File: config.mk
export PLATFORM = sky130hd
export DESIGN_NAME = wb_pacer
export DESIGN_NICKNAME = d
export VERILOG_FILES = /design/src/rtl/wb_pacer_pkg.sv /design/src/rtl/wb_pacer_dp.sv /design/src/rtl/wb_pacer_ctl.sv /design/src/rtl/wb_pacer.sv
export SDC_FILE = /design/constraint.sdc
export NUM_CORES = 1
export LEC_CHECK = 0
export BUFFER_PORTS_ARGS = -buffer_cell sky130_fd_sc_hd__buf_4
export CORE_ASPECT_RATIO = 0.75
export CORE_UTILIZATION = 50
export DETAILED_ROUTE_END_ITERATION = 10
export GPL_ROUTABILITY_DRIVEN = 0
export PLACE_DENSITY = 0.76
export SETUP_SLACK_MARGIN = 0.15
export SLEW_MARGIN = 20
export SYNTH_ARGS = -nofsm -noshare
export SYNTH_HDL_FRONTEND = slang
export SYNTH_SLANG_ARGS = --single-unit
File: constraint.sdc
create_clock -name clk -period 3.7 [get_ports clk]
set_input_delay 0.555 -clock clk [delete_from_list [all_inputs] [get_ports clk]]
set_output_delay 0.555 -clock clk [all_outputs]
set_load 0.01 [all_outputs]
File: src/rtl/wb_pacer_pkg.sv
package wb_pacer_pkg;
  localparam int CODE_W  = 4;
  localparam int SEL_W   = 2;
  localparam int MAX_BEATS = 8;
  localparam int IDX_W   = $clog2(MAX_BEATS);
  localparam int MAX_REST = 9;
  localparam int PH_W    = $clog2(MAX_REST + 1);

  typedef struct packed {
    logic [1:0]      sendCnt;
    logic [PH_W-1:0] restCnt;
  } shape_t;

  typedef struct packed {
    logic load;
    logic advBeat;
    logic clrPhase;
    logic incPhase;
  } strobe_t;

  typedef struct packed {
    logic lastBeat;
    logic sendEnd;
    logic restEnd;
    logic noRest;
  } flags_t;

  function automatic shape_t shapeOf(input logic [CODE_W-1:0] code);
    shape_t s;
    case (code)
      4'd0:  s = '{2'd1, PH_W'(0)};
      4'd1:  s = '{2'd2, PH_W'(1)};
      4'd2:  s = '{2'd2, PH_W'(2)};
      4'd3:  s = '{2'd1, PH_W'(1)};
      4'd4:  s = '{2'd2, PH_W'(3)};
      4'd5:  s = '{2'd2, PH_W'(4)};
      4'd6:  s = '{2'd1, PH_W'(2)};
      4'd7:  s = '{2'd2, PH_W'(5)};
      4'd8:  s = '{2'd1, PH_W'(3)};
      4'd9:  s = '{2'd2, PH_W'(6)};
      4'd10: s = '{2'd1, PH_W'(4)};
      4'd11: s = '{2'd2, PH_W'(7)};
      4'd12: s = '{2'd1, PH_W'(5)};
      4'd13: s = '{2'd2, PH_W'(8)};
      4'd14: s = '{2'd1, PH_W'(6)};
      default: s = '{2'd2, PH_W'(9)};
    endcase
    return s;
  endfunction

  function automatic logic [IDX_W-1:0] lastIdxOf(input logic [SEL_W-1:0] sel);
    case (sel)
      2'd0:    return IDX_W'(1);
      2'd1:    return IDX_W'(3);
      default: return IDX_W'(MAX_BEATS - 1);
    endcase
  endfunction
endpackage

File: src/rtl/wb_pacer_dp.sv
module wb_pacer_dp
  import wb_pacer_pkg::*;
(
  input  logic              clk,
  input  logic              rstN,
  input  logic [CODE_W-1:0] patCode,
  input  logic [SEL_W-1:0]  lineSel,
  input  strobe_t           stb,
  output flags_t            flg,
  output logic [IDX_W-1:0]  beatIdx
);
  shape_t           shapeQ;
  logic [IDX_W-1:0] lastIdxQ;
  logic [IDX_W-1:0] beatQ;
  logic [PH_W-1:0]  phaseQ;

  always_ff @(posedge clk) begin
    if (!rstN) begin
      shapeQ   <= '{2'd1, PH_W'(0)};
      lastIdxQ <= '0;
      beatQ    <= '0;
      phaseQ   <= '0;
    end else if (stb.load) begin
      shapeQ   <= shapeOf(patCode);
      lastIdxQ <= lastIdxOf(lineSel);
      beatQ    <= '0;
      phaseQ   <= '0;
    end else begin
      if (stb.advBeat) beatQ <= flg.lastBeat ? '0 : beatQ + 1'b1;
      if (stb.clrPhase)      phaseQ <= '0;
      else if (stb.incPhase) phaseQ <= phaseQ + 1'b1;
    end
  end

  always_comb begin
    flg.lastBeat = (beatQ == lastIdxQ);
    flg.sendEnd  = (phaseQ == PH_W'(shapeQ.sendCnt - 2'd1));
    flg.restEnd  = (phaseQ == shapeQ.restCnt - 1'b1);
    flg.noRest   = (shapeQ.restCnt == '0);
  end

  assign beatIdx = beatQ;

  // index moves only when a beat is sent or a transfer is loaded
  a_r6_idx_hold: assert property (@(posedge clk) disable iff (!rstN)
    (!stb.load && !stb.advBeat) |=> $stable(beatQ));
  // phase never runs beyond the longest rest group
  a_r3_phase_range: assert property (@(posedge clk) disable iff (!rstN)
    phaseQ <= PH_W'(MAX_REST));
endmodule

File: src/rtl/wb_pacer_ctl.sv
module wb_pacer_ctl
  import wb_pacer_pkg::*;
(
  input  logic    clk,
  input  logic    rstN,
  input  logic    start,
  input  flags_t  flg,
  output strobe_t stb,
  output logic    dataValid,
  output logic    done
);
  typedef enum logic [1:0] {ST_IDLE, ST_SEND, ST_REST} state_t;
  state_t stateQ, stateD;

  always_ff @(posedge clk) begin
    if (!rstN) stateQ <= ST_IDLE;
    else       stateQ <= stateD;
  end

  always_comb begin
    stb    = '0;
    stateD = stateQ;
    case (stateQ)
      ST_IDLE: begin
        if (start) begin
          stb.load = 1'b1;
          stateD   = ST_SEND;
        end
      end
      ST_SEND: begin
        stb.advBeat = 1'b1;
        if (flg.lastBeat) begin
          stateD = ST_IDLE;
        end else if (flg.sendEnd) begin
          stb.clrPhase = 1'b1;
          stateD = flg.noRest ? ST_SEND : ST_REST;
        end else begin
          stb.incPhase = 1'b1;
        end
      end
      ST_REST: begin
        if (flg.restEnd) begin
          stb.clrPhase = 1'b1;
          stateD = ST_SEND;
        end else begin
          stb.incPhase = 1'b1;
        end
      end
      default: stateD = ST_IDLE;
    endcase
  end

  assign dataValid = (stateQ == ST_SEND);
  assign done      = dataValid && flg.lastBeat;

  // an accepted start gives a beat in the next cycle
  a_r2_first_beat: assert property (@(posedge clk) disable iff (!rstN)
    (stateQ == ST_IDLE && start) |=> dataValid);
  // done lasts a single cycle and nothing trails it
  a_r7_done_single: assert property (@(posedge clk) disable iff (!rstN)
    done |=> (!done && !dataValid));
  // a start during a transfer never reloads the datapath
  a_r9_no_reload: assert property (@(posedge clk) disable iff (!rstN)
    (stateQ != ST_IDLE) |-> !stb.load);
  // done only with a valid beat
  a_r7_done_valid: assert property (@(posedge clk) disable iff (!rstN)
    done |-> dataValid);
endmodule

File: src/rtl/wb_pacer.sv
module wb_pacer
  import wb_pacer_pkg::*;
(
  input  logic              clk,
  input  logic              rstN,
  input  logic              start,
  input  logic [CODE_W-1:0] patCode,
  input  logic [SEL_W-1:0]  lineSel,
  output logic              dataValid,
  output logic [IDX_W-1:0]  beatIdx,
  output logic              done
);
  strobe_t stb;
  flags_t  flg;

  wb_pacer_ctl uCtl (
    .clk(clk), .rstN(rstN), .start(start), .flg(flg),
    .stb(stb), .dataValid(dataValid), .done(done)
  );

  wb_pacer_dp uDp (
    .clk(clk), .rstN(rstN), .patCode(patCode), .lineSel(lineSel),
    .stb(stb), .flg(flg), .beatIdx(beatIdx)
  );
endmodule

---- After elaboration in Yosys (flattened, before gate mapping) ----
Memory sizes are Yosys's and may differ from the RTL's. A register that Yosys moved wholly into a read port is not among the register bits.
Cells that the tools add are included.
storage, ports and cells
  register bits ........................... 12
  latch bits .............................. 0
  RAM bits ................................ 0
  memory bits (read-only) ................. 96
  input port bits ......................... 9
  output and inout port bits .............. 5
  word-level logic and storage cells ...... 44
  memories kept ........................... 1
operators by class
  add/sub/neg operators ................... 4
  multipliers ............................. 0
  divide/modulo/power cells ............... 0
  magnitude comparators ................... 0
  equal/unequal tests ..................... 9
  shift operators ......................... 0
  muxes and demuxes ....................... 17
  bitwise operators ....................... 1
  reduce and logical (&&, ||, !) cells .... 8
memories
  memory            words  bits a word  rd ports  clocked after memory_dff  write ports  RTL line            source
  (name not given)  16     6            1         1                         0            wb_pacer_pkg.sv:30  case (code)
operators by type and width
  kind                                                                    count
  2-bit 2-to-1 mux                                                        6
  4-bit equality test                                                     2
  1-bit 2-to-1 mux                                                        7
  2-bit case mux with 3 select lines                                      1
  3-bit case mux with 2 select lines                                      1
  4-bit by 1-bit adder with 4-bit output (second input constant)          1
  2-bit by 1-bit equality test with 1-bit output (second input constant)  2
  2-bit logical NOT                                                       2
  4-bit logical NOT                                                       1
  2-bit != test (second input constant)                                   2
  2-bit case mux with 2 select lines                                      1
  4-bit by 1-bit subtractor with 4-bit output (second input constant)     1
  3-bit by 1-bit adder with 3-bit output (second input constant)          1
  3-bit equality test                                                     1
  3-bit 2-to-1 mux                                                        1
  3-bit by 2-bit != test with 1-bit output (second input constant)        1
  3-bit AND reduction                                                     1
  3-bit OR reduction                                                      1
  2-bit by 1-bit subtractor with 3-bit output (second input constant)     1
  2-bit equality test (second input constant)                             1
  2-bit OR reduction                                                      1
  1-bit logical AND                                                       1
  1-bit logical NOT                                                       1
  1-bit inverter                                                          1

---- Logic depth before layout (Yosys ltp) ----
Gate-level depths: netlist (run 1).
  word-level depth ........................ 6
  gate-level depth with buffers ........... 7
  gate-level depth less buffers ........... 7

---- By module ----
From an unflattened synthesis (run 1), not the netlist that was laid out.
second synthesis, totals
  cells, all modules ...................... 141
  area, all modules ....................... 1246.2 µm²
by module, submodules not included
  module        times used  cells each  area each (µm²)  sequential area each (µm²)
  wb_pacer_dp   1           110         979.7            320.3
  wb_pacer_ctl  1           31          266.5            40.0

---- Least setup slack after synthesis (run 1) ----
OpenSTA, ideal clock, no wires.
  path kind ............................... register to output
  from .................................... register uCtl.stateQ[1]
  to ...................................... output port done
  data arrival time ....................... 1.154 ns
  required time ........................... 3.145 ns
  setup slack ............................. 1.991 ns
  stages on the path, launching flop included .. 5
  path through ............................ dfxtp_1 > inv_1 > ha_1 > inv_1 > nor4_1
between the ends
  cells in the longest elaborated chain, start to end .. 2
ends and longest elaborated chain
  what                                            RTL line            source
  start: declaration                              wb_pacer_ctl.sv:13  state_t stateQ, stateD;
  start signal: assignment                        wb_pacer_ctl.sv:17  else stateQ <= stateD;
  2-bit by 1-bit equality test with 1-bit output  wb_pacer_ctl.sv:53  assign dataValid = (stateQ == ST_SEND);
  named net dataValid                             wb_pacer.sv:9       output logic dataValid,
  1-bit logical AND                               wb_pacer_ctl.sv:54  assign done = dataValid && flg.lastBeat;
  end: declaration                                wb_pacer.sv:11      output logic done
The timed path passes the listed nets, and every way through them passes these cells.

---- Worst setup path after layout (run 1) ----
  from .................................... register uCtl.stateQ[1]
  to ...................................... output port done
between the ends
  cells in the longest elaborated chain, start to end .. 2
ends and longest elaborated chain
  what                                            RTL line
  2-bit by 1-bit equality test with 1-bit output  wb_pacer_ctl.sv:53
  1-bit logical AND                               wb_pacer_ctl.sv:54
Every way passes these cells.

==> results of run 1 <==
## cell type report
| cell class | count | share of cell area |
|---|---|---|
| clock buffers | 3 | 0.01626 |
| inverters | 10 | 0.02710 |
| multi-input cells | 115 | 0.5953 |
| flip-flops and latches | 18 | 0.2602 |
| well taps | 34 | 0.03071 |
| repair buffers | 13 | 0.07046 |
## worst min-delay path, delay by kind of cell, from the launching register on
kind             cells  cell delay (ns)
AND/OR/NAND/NOR      1             0.06
multiplexers         1             0.05
flip-flops           1             0.35
## power by group through the flow
stage | logic [mW] | registers, mW | clock network (mW)
global route | 0.342 | 0.252 | 0.110
detailed placement | 0.304 | 0.253 | 0
finish | 0.305 | 0.248 | 0.100
floorplan | 0.240 | 0.247 | 0
CTS | 0.305 | 0.248 | 0.101
global placement | 0.291 | 0.251 | 0
## layer usage
metal	share of wire	GRT usage	wire, µm	up-vias
li1	-	-	-	552
met2	0.47	0.3778	1187	18
met1	0.49	0.2681	1235	511
met4	0.0059	0.04186	15	0
met5	0	0	0	-
met3	0.038	0.05158	97	2
## state kept, by name (all words and copies together), names as in the netlist
register      flops
uDp.beatIdx       3
uDp.phaseQ        4
uDp.shapeQ        6
uDp.lastIdxQ      3
uCtl.stateQ       2
## kinds of logic after synthesis
family,Yosys count
buffers and inverters,15
adder cells (fa/ha/maj),12
AO/OA/AOI/OAI,39
flip-flops,18
AND/OR/NAND/NOR,51
XOR/XNOR,10
multiplexers,3
## through the flow
step           hold slack (ns)  worst slack (ns)  instances  utilization
6_report                0.5034             1.606        193       0.5952
5_1_grt                 0.5194             1.438        193       0.5952
4_1_cts                 0.5012             1.616        193       0.5952
3_5_place_dp            0.4874             1.877        190       0.5855
3_3_place_gp            0.4786             1.966        190       0.5855
2_1_floorplan           0.4551             1.991        148            -
## worst max-delay path by stage
stage                           startpoint  cells past startpoint                          end
2_1_floorplan  uCtl.stateQ[1]$_SDFFE_PN0P_                      4                         done
3_3_place_gp    uDp.shapeQ[0]$_SDFFE_PN0P_                      7  uCtl.stateQ[0]$_SDFFE_PN0P_
3_5_place_dp    uDp.shapeQ[0]$_SDFFE_PN0P_                      7  uCtl.stateQ[0]$_SDFFE_PN0P_
4_1_cts        uCtl.stateQ[1]$_SDFFE_PN0P_                      5                         done
5_1_grt        uCtl.stateQ[1]$_SDFFE_PN0P_                      5                         done
6_report       uCtl.stateQ[1]$_SDFFE_PN0P_                      5                         done
## placed cells by master, fill, tap and decap left out, types with 2 or more instances in the layout
| cell | Yosys | routed |
|---|---|---|
| dfxtp_1 | 18 | 18 |
| nand2_1 | 14 | 14 |
| buf_4 | 0 | 13 |
| ha_1 | 12 | 12 |
| inv_1 | 10 | 10 |
| a21oi_1 | 10 | 10 |
| xor2_1 | 7 | 7 |
| nor2_1 | 7 | 7 |
| o211ai_1 | 6 | 6 |
| nand3_1 | 5 | 5 |
| o21ai_0 | 5 | 5 |
| nor3_1 | 4 | 4 |
| and2_1 | 3 | 3 |
| nand4_1 | 3 | 3 |
| a21o_1 | 3 | 3 |
| a21boi_0 | 3 | 3 |
| mux2i_1 | 3 | 3 |
| nand2b_1 | 3 | 3 |
| clkbuf_4 | 0 | 3 |
| xnor2_1 | 2 | 2 |
| and3_1 | 2 | 2 |
| nor3b_1 | 2 | 2 |
| a22oi_1 | 2 | 2 |
| o211a_1 | 2 | 2 |
| o21a_1 | 2 | 2 |
| nand3b_1 | 2 | 2 |
==> results.md, run 1 <==
Run status:
- The flow ran to the end, and the final reports show no timing, DRC or antenna violations.

Yosys:
- Of the total synthesized cell area, the portion taken by full adders, half adders and majority gates is 0.1202.
- The post-synthesis net count is 169.
- The post-synthesis sequential area ratio is 0.2886.
- The warning count from the yosys run is 0.
- In this run, distinct cell masters in the synthesized netlist total 39.
- By area, the combinational part of the netlist is dominated by simple AND/OR/NAND/NOR gates.
- The average footprint of a synthesized cell is 8.437 µm².
- The most used flip-flop cell after synthesis is dfxtp_1.
- The compound-cell area share of the yosys netlist is 0.2114.
- Ranked by instance count, the synthesized netlist is headed by dfxtp_1 (18), nand2_1 (14), ha_1 (12).
- Summing every instance area after synthesis gives 1249 µm².
- The number of register bits inferred by synthesis is 18.
- The share of cell area taken by muxes after synthesis is 0.02405.
- Of the total synthesized cell area, the portion taken by AND, OR, NAND and NOR gates is 0.2234.
- Counting flops with a built-in enable in the synthesized netlist gives 0.
- By instance count, the leading cell after synthesis is dfxtp_1.
- Of the total synthesized cell area, the portion taken by XOR and XNOR cells is 0.08116.
- The synthesized design spends more area on one cell type than any other, namely dfxtp_1.
- The fraction of synthesis flops using an asynchronous set or reset pin is 0.
- Of the post-synthesis cell area, the dominant cell type holds 0.2886.
- Synthesis handed over a netlist of 148 instances.
- After synthesis, the cell types taking the most area are dfxtp_1 (29%), ha_1 (12%), xor2_1 (4.9%).

Power and ir drop:
- The sequential share of power is 0.380.
- The combinational cell fraction of total power is 0.467.
- Summed over all nets, the switching power comes to 0.2630 mW.
- The cell-internal power is 0.3901 mW.
- The switching power share of the total is 0.4027.
- The design draws 0.6532 mW.
- Summed over all cells, the static leakage comes to 0.6042 nW.
- The share of total power dissipated in the clock network is 0.154.
- The cell area power density is 471.6 nW/µm².
- The worst voltage drop across the vdd grid is 0.3160 mV.

Global route:
- The total track usage is 0.2141.
- For this run the aggregate overflow at the end of global routing stands at 0.
- The first global-routing pass estimated 4.326 mm of wire.
- The initial antenna violation count is 0.
- Entering global routing, the biggest net connects 15 pins.
- The via count of the first global-routing pass came to 989.

Timing:
- The clock arrives with 0.003168 ns of skew.
- The achievable clock frequency is 477.6 MHz.
- At the pin with the least slew margin, the transition time is 0.4270 ns.
- The final sum of negative setup slack is 0 ns.
- The number of failing hold endpoints at the final stage came to 0.
- The routed design could run at a clock period as short as 2.094 ns.
- The worst pin sits at a relative slew slack of 0.7141.
- Setup violations remaining at the end of the flow were counted as 0.
- The max-slew violation total from the final report came to 0.
- Setup repair after global routing left no endpoint under its margin.
- The share of the clock period used by the worst path after layout is 0.5659.

Setup path:
- The worst register-to-register path begins at uDp.shapeQ[0]$_SDFFE_PN0P_.
- STA classifies the critical path endpoint as an output pin.
- The slack of the worst reg-to-reg path is 1.87 ns.
- The cell family with the largest share of critical-path delay is flip-flops.
- The startpoint type of the worst setup path is a flop.
- The critical path class is flop to output pin.
- The data arrival time of the worst path is 1.54 ns.
- For this run, the slowest stage of the critical path takes 0.35 ns.
- Measured in cells, the most critical reg-to-reg path has a length of 7.
- The buffering stage count on the worst path with inverters included is 3.
- Traced cell by cell, the critical path runs through inv_1 -> ha_1 -> inv_1 -> nor4_1 -> buf_4.
- The slowest library cell on the worst path is dfxtp_1.
- The cell seen most often among critical-path stages is inv_1.
- At the worst endpoint, the required time is 3.14 ns.
- The peak fanout along the critical path is 4.
- The worst flop-to-flop path endpoint is uCtl.stateQ[0]$_SDFFE_PN0P_.

Floorplan:
- The die covers 2703 µm².
- The die boundary height is 45.28 µm.
- The die is 59.71 µm wide.
- In this run the standard cell core region covers 2327 µm².
- The count of boundary I/O pins is 14.
- For this configuration, the core starts out at a cell density of 0.5366.
- The initialized floorplan defines 15 standard-cell rows.

Worst hold path:
- The startpoint of the worst hold path is uCtl.stateQ[1]$_SDFFE_PN0P_.
- The capture endpoint of the worst hold path is uCtl.stateQ[1]$_SDFFE_PN0P_.
- Counting instances, the worst hold path has a depth of 2.
- The worst hold path class is flop to flop.

Finish:
- The summed area of non-filler cells in the final layout is 1385 µm².
- From synthesis to final layout, the design area changed by 10.92%.
- In the final layout, the share of cells above drive strength 1 is 0.1195.
- At the end of the flow, the number of nets in the layout was 182.
- The number of filler instances in the final layout is 220.
- The antenna diode instance count is 0.
- The sequential cells in the finished layout cover a total of 360.3 µm².
- In the final layout, the multi-input gates occupy 824.5 µm².

Clock tree:
- The H-tree depth is 1.
- TritonCTS built the clock tree.
- The clock passes through at most 2 buffers.
- The number of gates resized after CTS was 0.
- After clock tree synthesis, the clock-pin slew on the worst setup and hold paths is 0.10 ns.
- The clock latency reported for the late side of the worst-skew pair is 0.30 ns.
- The number of setup buffers added after CTS is 0.
- The clock root buffer is clkbuf_4.
- The post-cts hold buffer count is 0.
- The number of buffers created by CTS is 3.
- The clock net sink count is 18.

Drt:
- The detailed router placed 1083 vias in this run.
- The routed via count divided by cell count is 5.611.
- The count of TritonRoute iterations in the first routing pass is 4.
- The count of nets left with antenna violations once routing finished came out at 0.
- For this block, the initial DRC count from the detailed router was 21.
- Wires add up to 2.535 mm.
- The DRC violations left is 0.
- The wire length per cell after detailed routing is 13.13 µm.

Placement:
- The count of input and output buffers is 13.
- The standard cell area after detailed placement is 1363 µm².
- The detailed placement HPWL is 2.011 mm.

Job:
- Across the run, the number of max-cap violations was 0.
Note: power is estimated with default switching activity, not from simulation.
==> run 2, diff against run 1 <==
Clock period 3.7 ns to 2.2 ns, I/O delays scaled along.
==> run 2 against run 1 <==
Clock skew increased by 0.0072 ns. Die area did not move. Sequential share of layout area is 0.26 points lower. Via count is 2.3% lower. Non-clock buffer count is the same. Hold slack got worse by 0.23 ns. Count of clock-buffer cells in the layout grew 1. Clock power is 110% higher. Core utilization grew 0.59 points. Final area grew 0.99%. Critical endpoint unchanged. Largest cell class unchanged. Largest power group unchanged.
==> results.md, run 2 (synthesis gave the netlist of run 1 again) <==
Setup path:
- The required time reported for the critical path endpoint is 1.87 ns.
- The peak fanout along the critical path is 4.
- The critical path class is flop to output pin.
- The most numerous cell type found on the critical path is inv_1.
- The largest individual stage delay along the critical path comes from the cell dfxtp_1.
- In this design, the largest share of critical-path delay is due to flip-flops.
- STA classifies the critical path endpoint as an output pin.
- The buffering stage count on the worst path with inverters included is 3.
- The data arrival time of the worst path is 1.52 ns.
- The worst setup path is launched from a flop.
- The largest stage delay on the critical path is 0.36 ns.
- Traced cell by cell, the critical path runs through inv_1 -> ha_1 -> inv_1 -> nor4_1 -> buf_4.

Finish:
- In the layout the commonest cells are dfxtp_1 (18), nand2_1 (14), buf_4 (13).
- At the end of the flow, the number of nets in the layout was 182.
- The register with the most flip-flops in the layout has 6 of them.
- The largest registers in the layout are uDp.shapeQ (6), uDp.phaseQ (4).
- From synthesis to final layout, the design area changed by 12.02%.
- The final cell count without fillers is 194.
- 0 antenna diodes ended up in the layout.
- Ranked by flip-flop count, first place goes to uDp.shapeQ.
- In the final layout, the share of cells above drive strength 1 is 0.1250.
- The finished cells cover 1399 µm².
- At the end of the flow the core is filled with cells to 0.6011.
- The leading cell type in the layout, fill and taps excluded is dfxtp_1.

Clock tree:
- The clock net sink count is 18.
- The number of buffers created by CTS is 3.
- The H-tree depth is 1.
- The CTS tree is yes.
- Counting along the longest clock path gives a buffer depth of 2.
- In this run, post-CTS hold repair placed 0 buffers.
- Clock-pin slew was measured on the worst setup and hold paths at 0.11 ns.
- The root buffer cell chosen for the clock tree is clkbuf_4.
- Once the clock tree was built, the resizer swapped 0 gates to a different size.
- For the worst-skew pair, the clock arrives at the later sink with an insertion delay of 0.31 ns.
- The number of setup buffers added after CTS is 0.

Timing:
- The final number of setup-violating endpoints is 0.
- In this run the tightest slew margin relative to its limit is 0.7073.
- The worst path meets setup with 0.3547 ns of slack.
- The share of the clock period used by the worst path after layout is 0.8388.
- The worst hold-check slack is 0.2729 ns.
- Between clock sinks in the finished design, the worst skew comes to 0.01033 ns.
- The max-slew violation total from the final report is 0.
- After routing, the total negative slack on setup checks comes to 0 ns.
- At the pin with the least slew margin, the transition time is 0.4359 ns.
- Setup repair after global routing left no endpoint under its margin.
- The number of failing hold endpoints at the final stage is 0.
- The routed design could run at a clock period as short as 1.845 ns.
- The achievable clock frequency is 541.9 MHz.

Floorplan:
- The die extent in x is 59.71 µm.
- The die boundary height is 45.28 µm.
- For this configuration, the core starts out at a cell density of 0.5366.
- The number of rows in the core area is 15.
- The area of the core is 2327 µm².
- The floorplan step defined a die boundary enclosing 2703 µm².
- The count of boundary I/O pins is 14.

Drt:
- Dividing the detail-routed wire length by the instance count gives 12.74 µm.
- The total wire length is 2.472 mm.
- For this block, the via count after detailed routing is 1058.
- The DRC violations left is 0.
- The count of TritonRoute iterations in the first routing pass is 4.
- Dividing the detail-routed via count by the number of cells gives 5.454.
- After the first detailed-routing iteration, the DRC count stood at 48.
- The detail route stage leaves a number of antenna-violating nets equal to 0.

Job:
- The number of max-cap violations is 0.

Placement:
- The worst setup slack before clock tree synthesis is 0.4199 ns.
- The detailed placement HPWL is 1.854 mm.
- The cell count after placement is 190.
- The count of input and output buffers is 13.
- In this run the cell area measured after placement is 1363 µm².

Worst hold path:
- The worst hold path class is primary input to flop.

Run status:
- The flow ran to the end, and the final reports show no timing, DRC or antenna violations.

Global route:
- The overall overflow remaining after global route is 0.
- The first global-routing pass estimated 4.464 mm of wire.
- In the global route stage, overall resource usage came out at 0.2209.
- The initial antenna violation count came to 0.
- The via count of the first global-routing pass is 1063.
- Entering global routing, the biggest net connects 15 pins.

Power and ir drop:
- The analysis attributes to cell leakage a power of 0.6114 nW.
- The completed layout was analyzed and its total power is 1.143 mW.
- The cell area power density is 817.1 nW/µm².
- The worst voltage drop across the vdd grid is 0.3862 mV.
-- run 2: cell types whose count changed in the layout (fill, tap and decap cells not counted) --
cell | before | now
clkbuf_8 | 0 | 1
-- run 2: layout make-up --
cell class	count	area, µm²
inverter	10	37.54
multi-input combinational	115	824.5
timing repair buffer	13	97.59
tap	34	42.54
fill	226	928.4
sequential	18	360.3
clock buffer	4	36.28
-- run 2: worst reg2reg max path, stage by stage (launching register included) --
cell	delay, ns
dfxtp_1	0.40
inv_1	0.06
ha_1	0.30
xor2_1	0.18
nand3_2	0.15
o21a_1	0.25
nor3_4	0.24
mux2i_1	0.20
-- run 2: layer usage --
metal / routed length [µm] / up-vias / share of wire / global-route usage
met4: 27 / 0 / 0.011 / 0.07442
met5: 0 / - / 0 / 0
met1: 1237 / 483 / 0.50 / 0.2734
met2: 1098 / 20 / 0.44 / 0.3733
met3: 109 / 4 / 0.044 / 0.06017
li1: - / 551 / - / -
-- run 2: final timing paths --
kind                                                    from                      endpoint  slack (ns)  depth (start not counted)
worst min-delay path                              lineSel[1]  uDp.lastIdxQ[2]$_SDFFE_PN0P_        0.27                          3
worst max-delay path             uCtl.stateQ[1]$_SDFFE_PN0P_                          done        0.35                          5
worst max register to register    uDp.shapeQ[0]$_SDFFE_PN0P_   uCtl.stateQ[0]$_SDFFE_PN0P_        0.37                          7
worst min register to register  uDp.lastIdxQ[2]$_SDFFE_PN0P_  uDp.lastIdxQ[2]$_SDFFE_PN0P_        0.49                          2
-- run 2: power breakdown --
part	switching (mW)	total, mW	internal (mW)
sequential	0.0448	0.417	0.372
combinational	0.293	0.513	0.220
clock	0.112	0.213	0.101
